### config.mk
export PLATFORM = sky130hd
export DESIGN_NAME = i2c_stx_top
export DESIGN_NICKNAME = d
export VERILOG_FILES = /design/src/rtl/i2c_stx_pkg.sv /design/src/rtl/i2c_stx_linemon.sv /design/src/rtl/i2c_stx_txbuf.sv /design/src/rtl/i2c_stx_ctrl.sv /design/src/rtl/i2c_stx_top.sv
export SDC_FILE = /design/constraint.sdc
export NUM_CORES = 1
export LEC_CHECK = 0
export ABC_AREA = 1
export CORE_MARGIN = 8
export CORE_UTILIZATION = 55
export CTS_BUF_LIST = sky130_fd_sc_hd__clkbuf_4 sky130_fd_sc_hd__clkbuf_8
export DETAILED_ROUTE_END_ITERATION = 10
export MAX_ROUTING_LAYER = met4
export PLACE_DENSITY = 0.76
export SYNTH_ARGS = -nofsm -noshare
export SYNTH_HDL_FRONTEND = slang
export SYNTH_SLANG_ARGS = --single-unit
export TNS_END_PERCENT = 5
### constraint.sdc
create_clock -name clk -period 2.2 [get_ports clk]
set_input_delay 0.33 -clock clk [delete_from_list [all_inputs] [get_ports clk]]
set_output_delay 0.33 -clock clk [all_outputs]
set_load 0.01 [all_outputs]
### src/rtl/i2c_stx_pkg.sv
package i2c_stx_pkg;
  localparam int BYTE_W = 8;
  localparam int ADR_W  = 7;
  localparam int CNT_W  = $clog2(BYTE_W + 1);

  localparam logic [BYTE_W-1:0] ST_NONE  = 8'hF8;
  localparam logic [BYTE_W-1:0] ST_BERR  = 8'h00;
  localparam logic [BYTE_W-1:0] ST_ADDR  = 8'hA8;
  localparam logic [BYTE_W-1:0] ST_ARB   = 8'hB0;
  localparam logic [BYTE_W-1:0] ST_ACKED = 8'hB8;
  localparam logic [BYTE_W-1:0] ST_NACK  = 8'hC0;
  localparam logic [BYTE_W-1:0] ST_LAST  = 8'hC8;
  localparam logic [BYTE_W-1:0] FILL     = 8'hFF;

  typedef enum logic [2:0] {
    P_IDLE, P_ADR, P_ADR_ACK, P_HOLD, P_SEND, P_SEND_ACK, P_BERR
  } phase_t;
endpackage

### src/rtl/i2c_stx_linemon.sv
module i2c_stx_linemon #(
  parameter int SYNC_N = 2
) (
  input  logic clk,
  input  logic rst_n,
  input  logic scl_i,
  input  logic sda_i,
  output logic scl_s,
  output logic sda_s,
  output logic scl_rise,
  output logic scl_fall,
  output logic start_det,
  output logic stop_det
);
  logic [SYNC_N-1:0] scl_q, sda_q;
  logic scl_p, sda_p;

  generate
    if (SYNC_N == 1) begin : g_one
      always_ff @(posedge clk or negedge rst_n)
        if (!rst_n) begin scl_q <= '1; sda_q <= '1; end
        else begin scl_q <= scl_i; sda_q <= sda_i; end
    end else begin : g_many
      always_ff @(posedge clk or negedge rst_n)
        if (!rst_n) begin scl_q <= '1; sda_q <= '1; end
        else begin
          scl_q <= {scl_q[SYNC_N-2:0], scl_i};
          sda_q <= {sda_q[SYNC_N-2:0], sda_i};
        end
    end
  endgenerate

  assign scl_s = scl_q[SYNC_N-1];
  assign sda_s = sda_q[SYNC_N-1];

  always_ff @(posedge clk or negedge rst_n)
    if (!rst_n) begin scl_p <= 1'b1; sda_p <= 1'b1; end
    else begin scl_p <= scl_s; sda_p <= sda_s; end

  assign scl_rise  = scl_s & ~scl_p;
  assign scl_fall  = ~scl_s & scl_p;
  assign start_det = scl_s & scl_p & sda_p & ~sda_s;
  assign stop_det  = scl_s & scl_p & ~sda_p & sda_s;
endmodule

### src/rtl/i2c_stx_txbuf.sv
module i2c_stx_txbuf
  import i2c_stx_pkg::*;
(
  input  logic              clk,
  input  logic              rst_n,
  input  logic [BYTE_W-1:0] in_data,
  input  logic              in_take,
  input  logic              take,
  output logic              have,
  output logic [BYTE_W-1:0] data
);
  always_ff @(posedge clk or negedge rst_n)
    if (!rst_n) begin
      have <= 1'b0;
      data <= '0;
    end else if (in_take) begin
      have <= 1'b1;
      data <= in_data;
    end else if (take) begin
      have <= 1'b0;
    end
endmodule

### src/rtl/i2c_stx_ctrl.sv
module i2c_stx_ctrl
  import i2c_stx_pkg::*;
(
  input  logic              clk,
  input  logic              rst_n,
  input  logic              sda_s,
  input  logic              scl_rise,
  input  logic              scl_fall,
  input  logic              start_det,
  input  logic              stop_det,
  input  logic [ADR_W-1:0]  own_addr,
  input  logic              ack_en,
  input  logic              stop_set,
  input  logic              flag_clr,
  input  logic              arb_lost,
  input  logic              buf_have,
  input  logic [BYTE_W-1:0] buf_data,
  output logic              buf_take,
  output logic              scl_oe,
  output logic              sda_oe,
  output logic              irq,
  output logic [BYTE_W-1:0] status,
  output logic              stop_pend,
  output logic              tx_ready
);
  phase_t            ph;
  logic [CNT_W-1:0]  cnt;
  logic [BYTE_W-1:0] sh;
  logic              half, last, mack, flag, hold_tx, stop_b, sda_low;
  logic [BYTE_W-1:0] code;
  logic [BYTE_W-1:0] rx_byte, load;
  logic              cond;

  assign rx_byte  = {sh[BYTE_W-2:0], sda_s};
  assign load     = buf_have ? buf_data : FILL;
  assign cond     = start_det | stop_det;
  assign buf_take = (ph == P_HOLD) && !flag && hold_tx;

  always_ff @(posedge clk or negedge rst_n) begin
    if (!rst_n) begin
      ph <= P_IDLE; cnt <= '0; sh <= '0; half <= 1'b0; last <= 1'b0;
      mack <= 1'b0; flag <= 1'b0; hold_tx <= 1'b0; stop_b <= 1'b0;
      sda_low <= 1'b0; code <= ST_NONE;
    end else begin
      if (flag_clr) flag <= 1'b0;
      if (stop_set && ph == P_BERR) stop_b <= 1'b1;
      case (ph)
        P_IDLE: begin
          if (start_det) begin
            ph <= P_ADR; cnt <= '0;
          end else if (arb_lost) begin
            ph <= P_HOLD; flag <= 1'b1; code <= ST_ARB; hold_tx <= 1'b1;
          end
        end
        P_ADR: begin
          if (cond && cnt != '0) begin
            ph <= P_BERR; flag <= 1'b1; code <= ST_BERR; sda_low <= 1'b0;
          end else if (start_det) begin
            cnt <= '0;
          end else if (stop_det) begin
            ph <= P_IDLE;
          end else if (scl_rise) begin
            sh  <= rx_byte;
            cnt <= cnt + 1'b1;
            if (cnt == CNT_W'(BYTE_W - 1)) begin
              if (ack_en && rx_byte[BYTE_W-1:1] == own_addr && rx_byte[0]) begin
                ph <= P_ADR_ACK; half <= 1'b0;
              end else begin
                ph <= P_IDLE;
              end
            end
          end
        end
        P_ADR_ACK: begin
          if (cond) begin
            ph <= P_BERR; flag <= 1'b1; code <= ST_BERR; sda_low <= 1'b0;
          end else if (scl_fall) begin
            if (!half) begin
              sda_low <= 1'b1; half <= 1'b1;
            end else begin
              sda_low <= 1'b0; flag <= 1'b1; code <= ST_ADDR;
              hold_tx <= 1'b1; ph <= P_HOLD;
            end
          end
        end
        P_HOLD: begin
          if (!flag) begin
            if (hold_tx) begin
              sh <= load; last <= !ack_en; sda_low <= !load[BYTE_W-1];
              cnt <= '0; ph <= P_SEND;
            end else begin
              ph <= P_IDLE;
            end
          end
        end
        P_SEND: begin
          if (cond) begin
            ph <= P_BERR; flag <= 1'b1; code <= ST_BERR; sda_low <= 1'b0;
          end else if (scl_rise) begin
            cnt <= cnt + 1'b1;
          end else if (scl_fall && cnt != '0) begin
            if (cnt == CNT_W'(BYTE_W)) begin
              sda_low <= 1'b0; half <= 1'b0; ph <= P_SEND_ACK;
            end else begin
              sh <= sh << 1; sda_low <= !sh[BYTE_W-2];
            end
          end
        end
        P_SEND_ACK: begin
          if (cond) begin
            ph <= P_BERR; flag <= 1'b1; code <= ST_BERR; sda_low <= 1'b0;
          end else if (scl_rise) begin
            half <= 1'b1; mack <= !sda_s;
          end else if (scl_fall && half) begin
            flag <= 1'b1;
            code <= !mack ? ST_NACK : (last ? ST_LAST : ST_ACKED);
            hold_tx <= mack && !last;
            ph <= P_HOLD;
          end
        end
        P_BERR: begin
          if (stop_b && !flag) begin
            stop_b <= 1'b0; ph <= P_IDLE;
          end
        end
        default: ph <= P_IDLE;
      endcase
    end
  end

  assign scl_oe    = (ph == P_HOLD) || (ph == P_BERR);
  assign sda_oe    = sda_low;
  assign irq       = flag;
  assign status    = flag ? code : ST_NONE;
  assign stop_pend = stop_b;
  assign tx_ready  = (ph == P_HOLD) && flag && hold_tx && !buf_have;
endmodule

### src/rtl/i2c_stx_top.sv
module i2c_stx_top
  import i2c_stx_pkg::*;
#(
  parameter int SYNC_N = 2
) (
  input  logic              clk,
  input  logic              rst_n,
  input  logic              scl_i,
  input  logic              sda_i,
  output logic              scl_oe,
  output logic              sda_oe,
  input  logic [ADR_W-1:0]  own_addr,
  input  logic              ack_en,
  input  logic              stop_set,
  input  logic              flag_clr,
  input  logic              arb_lost,
  output logic              irq,
  output logic [BYTE_W-1:0] status,
  output logic              stop_pend,
  input  logic [BYTE_W-1:0] tx_data,
  input  logic              tx_valid,
  output logic              tx_ready
);
  logic scl_s, sda_s, scl_rise, scl_fall, start_det, stop_det;
  logic buf_have, buf_take;
  logic [BYTE_W-1:0] buf_data;

  i2c_stx_linemon #(.SYNC_N(SYNC_N)) u_mon (
    .clk(clk), .rst_n(rst_n), .scl_i(scl_i), .sda_i(sda_i),
    .scl_s(scl_s), .sda_s(sda_s), .scl_rise(scl_rise), .scl_fall(scl_fall),
    .start_det(start_det), .stop_det(stop_det)
  );

  i2c_stx_txbuf u_buf (
    .clk(clk), .rst_n(rst_n), .in_data(tx_data), .in_take(tx_valid && tx_ready),
    .take(buf_take), .have(buf_have), .data(buf_data)
  );

  i2c_stx_ctrl u_ctl (
    .clk(clk), .rst_n(rst_n), .sda_s(sda_s), .scl_rise(scl_rise),
    .scl_fall(scl_fall), .start_det(start_det), .stop_det(stop_det),
    .own_addr(own_addr), .ack_en(ack_en), .stop_set(stop_set),
    .flag_clr(flag_clr), .arb_lost(arb_lost), .buf_have(buf_have),
    .buf_data(buf_data), .buf_take(buf_take), .scl_oe(scl_oe),
    .sda_oe(sda_oe), .irq(irq), .status(status), .stop_pend(stop_pend),
    .tx_ready(tx_ready)
  );
endmodule

* Word-level counts from Yosys, hierarchy flattened
Index checks and enable logic that the tools add are counted.
Storage, ports and cells: output and inout bits 13, register bits after elaboration 44, logic and storage cells 230, input port bits 24
Operators by class: reductions and logical operators 40, multiplexer cells 110, add/subtract/negate cells 1, bitwise gates (word level) 14, equality and inequality tests 48
Operators by type and width (count):
- 8-bit 2-to-1 mux | 13
- 7-bit 2-to-1 mux | 11
- 3-bit 2-to-1 mux | 20
- 1-bit 2-to-1 mux | 49
- 8-bit one-hot mux with 5 select lines | 1
- 4-bit 2-to-1 mux | 8
- 2-bit != test, second input constant | 15
- 2-bit by 1-bit != test with 1-bit output, second input constant | 12
- 3-bit one-hot mux with 7 select lines | 1
- 7-bit one-hot mux with 3 select lines | 1
- 9-bit AND reduction | 2
- 4-bit one-hot mux with 4 select lines | 1
- 3-bit by 1-bit != test with 1-bit output, second input constant | 5
- 15-bit AND reduction | 1
- 1-bit logical AND | 14
- 13-bit AND reduction | 1
- 3-bit by 2-bit != test with 1-bit output, second input constant | 4
- 4-bit nonzero test | 3
- 11-bit AND reduction | 1
- 1-bit one-hot mux with 5 select lines | 2
- 5-bit nonzero test | 2
- 3-bit equality test, second input constant | 3
- 8-bit AND reduction | 1
- 1-bit bitwise AND | 7
- other kinds (21) | 35

* Longest topological paths before layout
word-level depth 10, gate-level depth with buffers 12, depth with buffers taken out 12

* Cells and area by module
Synthesis repeated with hierarchy kept, for this count alone.
Unflattened totals: cell total of the unflattened synthesis 402, area, all modules 2695.1 um^2
Modules (own cells, without submodules):
- i2c_stx_ctrl | instances 1, sequential area each 656.9 um^2, cells each 345, area each 2147.1 um^2
- i2c_stx_txbuf | instances 1, sequential area each 225.2 um^2, cells each 38, area each 341.6 um^2
- i2c_stx_linemon | instances 1, sequential area each 157.7 um^2, cells each 17, area each 198.9 um^2
- i2c_stx_top | instances 1, sequential area each 0.0 um^2, cells each 2, area each 7.5 um^2

* Worst setup path after synthesis
OpenSTA, ideal clock, no wires.
path kind reg-to-reg, from register u_mon.scl_q[1], to register u_ctl.sh[0], required time 2074 ps, buffers on the path 1, library setup time 126 ps, slack 528 ps, arrival time 1546 ps, stages on the path, launching flop included 7, cells stage by stage dfstp_2 > inv_1 > nor2_1 > o21ai_0 > nor3_4 > buf_6 > o21ai_0
Between the ends: cells in the longest elaborated chain, start to end 7, elaborated cells on any way between the ends 19, those cells by class eq/ne (7); bitwise (9); reduce/logical (3)
RTL lines:
- start, declared | line i2c_stx_linemon.sv:15 | logic [SYNC_N-1:0] scl_q, sda_q;
- start signal, assigned | line i2c_stx_linemon.sv:27 | scl_q <= {scl_q[SYNC_N-2:0], scl_i};
- 1-bit bitwise AND | line i2c_stx_linemon.sv:42, i2c_stx_linemon.sv:43
- 1-bit bitwise AND (on tied branches) (2 in series) | line i2c_stx_linemon.sv:42, i2c_stx_linemon.sv:43
- 1-bit OR | line i2c_stx_ctrl.sv:36 | assign cond = start_det | stop_det;
- 1-bit logical AND | line i2c_stx_ctrl.sv:56 | if (cond && cnt != '0) begin
- 2-bit != test (no source line)
- 11-bit AND reduction (no source line) (*)
- end signal, assigned | line i2c_stx_ctrl.sv:63 | sh <= rx_byte;
- end signal, assigned | line i2c_stx_ctrl.sv:89 | sh <= load; last <= !ack_en; sda_low <= !load[BYTE_W-1];
- end signal, assigned | line i2c_stx_ctrl.sv:105 | sh <= sh << 1; sda_low <= !sh[BYTE_W-2];
- end, declared | line i2c_stx_ctrl.sv:28 | logic [BYTE_W-1:0] sh;
Mark *: on every way between the ends. The rest lies on a longest branch, timed or not. A chain may end at the register's enable or synchronous reset.

* Worst setup path in the final report
from register u_ctl.ph[2], to output scl_oe
Between the ends: cells in the longest elaborated chain, start to end 2, elaborated cells on any way between the ends 3, those cells by class eq/ne (2); reduce/logical (1)
RTL lines:
- start, declared | line i2c_stx_ctrl.sv:26 | phase_t ph;
- start signal, assigned | line i2c_stx_ctrl.sv:41 | ph <= P_IDLE; cnt <= '0; sh <= '0; half <= 1'b0; last <= 1'b0;
- start signal, assigned | line i2c_stx_ctrl.sv:50 | ph <= P_ADR; cnt <= '0;
- start signal, assigned | line i2c_stx_ctrl.sv:52 | ph <= P_HOLD; flag <= 1'b1; code <= ST_ARB; hold_tx <= 1'b1;
- 3-bit by 2-bit equality test with 1-bit output or 3-bit equality test (tied branches) | line i2c_stx_ctrl.sv:131 | assign scl_oe = (ph == P_HOLD) || (ph == P_BERR);
- 1-bit logical OR (*) | line i2c_stx_ctrl.sv:131
- end, declared | line i2c_stx_top.sv:10 | output logic scl_oe,
Marked as above.

==> impl_metrics.toml <==
[run_status]
status = "finished clean"

[setup_path]
crit_path_max_incr_delay_ns = 0.54
crit_path_max_fanout = 6
crit_slowest_cell = "clkdlybuf4s50_1"
crit_type = "register to primary output"
crit_required_ns = 1.87
crit_path_cell_trace = "inv_1 > nand3_1 > nand2_1 > clkdlybuf4s50_1"
crit_path_start_kind = "register"
path_buf_inv = 2
path_delay_family = "buffers and inverters"
end_kind = "primary output"
arrival_ns = 1.78

[floorplan]
rows = 25
die-width_microns = 85
die_h_microns = 85
start_util_pct = 56.2
core_sq_um = 4660
dieArea_sq_um = 7230
pin_count = 37

[yosys]
ys.flop_type = "dfrtp_1"
synth_top_area_share_pct = 28.7
synthTopCellsByArea = "dfrtp_1 (29%), nand2_1 (16%), dfstp_2 (11%), nor2_1 (6.7%), o21ai_0 (5.9%)"
async_flop_share_pct = 100
synth_top_family_by_area = "simple AND/OR/NAND/NOR gates"
synthCells = 371
synth_edf_count = 0
synth_most_common_cell = "nand2_1"
avgSynthCellArea_sq_um = 7.06
yosysWarnings = 0
ys_types = 33
syn_area_sq_um = 2620
yosysTopAreaCell = "dfrtp_1"
synth-compound-area-share_pct = 8.93
synthAdderAreaFrac_pct = 0.956
ys_seq_elements = 41
synth_common_cells = "nand2_1 (115), nor2_1 (47), inv_1 (40)"
yosys.area_share.simple_pct = 37.9
synth_xor_area_share_pct = 1.00
seq_area_frac_synth_pct = 39.7
synth_mux_area_share_pct = 3.44

[pwr]
internal-power_mw = 2.06
swShare_pct = 46.8
power.switching_mw = 1.81
p_clk_share_pct = 13.1
combPwrFrac_pct = 55.1
leakage_nw = 1.59
pwr-share-seq_pct = 31.8
pwr_density_cell_nw_per_um2 = 1240
ir_drop_mv = 0.614

[finish]
drive_gt1_share_pct = 14.4
final_area_sq_um = 3130
post-route-util_pct = 67.2
diodes = 0
nets = 441
areaGrowthSynthToFinish_pct = 19.6
fillCellCount = 419

[drt]
vias = 2578
dr.pass1.iters = 5
route.detailed.drc = 0
ant_nets = 0
viasPerCell = 5.49
drt-total-wl_mm = 6.85
post_drt_wl_per_cell_microns = 14.6
drtIter0Drc = 184

[clocking]
h-tree-depth = 2
numCtsBuffers = 5
insertion_delay_ns = 0.30
cts_sinks = 41
cts.clk_slew.worst_paths_ns = 0.09
cts_buffer_depth = 2
cts_tree = "done"
cts_root_buffer = "clkbuf_8"

[timing]
tns_ns = 0
maxSlewHeadroom_pct = 62.8
rsz0062_at_grt = "false"
fin_ws_ns = 0.0901
max_freq_mhz = 474
period_share_pct = 95.9
report.final.setup_viol = 0
slew_violations = 0
fin_worst_skew_ns = 0.00974
min_period_ns = 2.11
worst_slew_pin_slew_ns = 0.555
hold_viol = 0

[hold_path]
worstHoldPathType = "register to register"

[grt]
antenna_found_initial = 0
grt_remaining_overflow = 0
grt_pass1_vias = 2496
grt_first_pass_wirelength_mm = 11.5
grt_start_max_net_pins = 20
track_usage_pct = 20.2

[placed_design]
pre_cts_slack_ns = 0.227
port_buffers = 33
place_hpwl_mm = 5.45
globalplace.congestion = 0.977
post_dp_cell_area_sq_um = 3020

[job]
cap_violations = 0
## logic make-up (layout without fill, tap and decap cells)
kind of cell | count (synthesis) | after routing
other cells | 1 | 3
compound gates | 45 | 45
fa+ha+maj | 2 | 2
xor+xnor | 3 | 3
buf+inv | 48 | 91
flops | 41 | 41
mux | 8 | 8
simple gates | 223 | 223
## metal layers
layer | vias to the layer above | global-route usage, % | wire (microns)
li1 | 1271 | - | -
met1 | 1181 | 26.4 | 3240
met2 | 106 | 31.0 | 3060
met3 | 20 | 3.76 | 417
met4 | 0 | 6.15 | 133
met5 | - | - | 0
## final cells by class
class | instances | area [sq um] | share of cell area [%]
clock inverters | 2 | 15.0 | 0.479
repair buffers | 41 | 390 | 12.5
inverters | 42 | 158 | 5.03
well taps | 54 | 67.6 | 2.16
clock buffers | 6 | 76.3 | 2.44
flip-flops and latches | 41 | 1040 | 33.3
multi-input cells | 284 | 1380 | 44.1
## through the flow
step / instances / hold slack [ns] / total power [mW]
floorplan: 373 / 0.0344 / 2.74
global placement: 461 / 0.308 / 3.30
detailed placement: 461 / 0.305 / 3.34
CTS: 470 / 0.359 / 3.85
global route: 470 / 0.362 / 4.22
finish: 470 / 0.359 / 3.88
## power by group through the flow
| stage | Sequential [mW] | Clock (mW) | Combinational [mW] |
|---|---|---|---|
| 4_1_cts | 1.23 | 0.512 | 2.11 |
| 2_1_floorplan | 1.19 | 0 | 1.55 |
| 5_1_grt | 1.26 | 0.547 | 2.41 |
| 3_5_place_dp | 1.24 | 0 | 2.10 |
| 3_3_place_gp | 1.23 | 0 | 2.08 |
| 6_report | 1.23 | 0.509 | 2.14 |
## sequential cells by signal, indices dropped and copies added (netlist names), 2 cells and up
signal,cells
u_ctl.sh,7
u_mon.sda_q,2
u_mon.scl_q,2
u_ctl.cnt,4
u_ctl.ph,3
u_buf.data,8
u_ctl.code,5
## worst register-to-register path, cell delays in order, from the launching register on
cell,delay [ns]
dfstp_2,0.54
nand2_1,0.09
nor2_1,0.23
nor2_1,0.15
buf_4,0.17
nand2_1,0.09
nand2_1,0.09
nor2_1,0.21
nand3_2,0.11
nand2_1,0.08
nand2_1,0.06
## placed cells by master, fill, tap and decap left out, drive strengths merged, types with 2 or more instances in the layout
master,synthesis,final
or2,8,8
nand2,118,118
nand3b,2,2
a21oi,9,9
dfstp,11,11
clkdlybuf4s50,0,31
nand4,7,7
mux2,8,8
nand3,31,31
clkbuf,1,6
buf,5,8
inv,42,42
xor2,3,3
conb,1,3
o21ai,33,33
nor3,5,5
clkinvlp,0,2
nor2,51,51
ha,2,2
dfrtp,30,30
## what timing repair did
item / in CTS / in global routing
setup buffers: 0 / 0
gates cloned: 0 / 0
setup endpoints to repair: 1 / 4
hold buffers: 1 / 0
resized for setup: 1 / 4
endpoints found under the hold margin: 14 / 0
## worst paths after layout
kind                                           from                  endpoint  slack (ns)  cells after the start
setup / recovery            u_ctl.ph[2]$_DFFE_PN0P_                    scl_oe        0.09                      4
setup reg to reg           u_mon.scl_q[1]$_DFF_PN1_   u_ctl.ph[1]$_DFFE_PN0P_        0.28                     10
min in group asynchronous                     rst_n  u_ctl.cnt[3]$_DFFE_PN0P_        0.52                      2
hold / removal             u_mon.scl_q[0]$_DFF_PN1_  u_mon.scl_q[1]$_DFF_PN1_        0.36                      0
max in group asynchronous                     rst_n  u_mon.sda_q[0]$_DFF_PN1_        1.07                      3
hold reg to reg            u_mon.scl_q[0]$_DFF_PN1_  u_mon.scl_q[1]$_DFF_PN1_        0.36                      0
No activity file was read; power rests on OpenSTA's default activity.
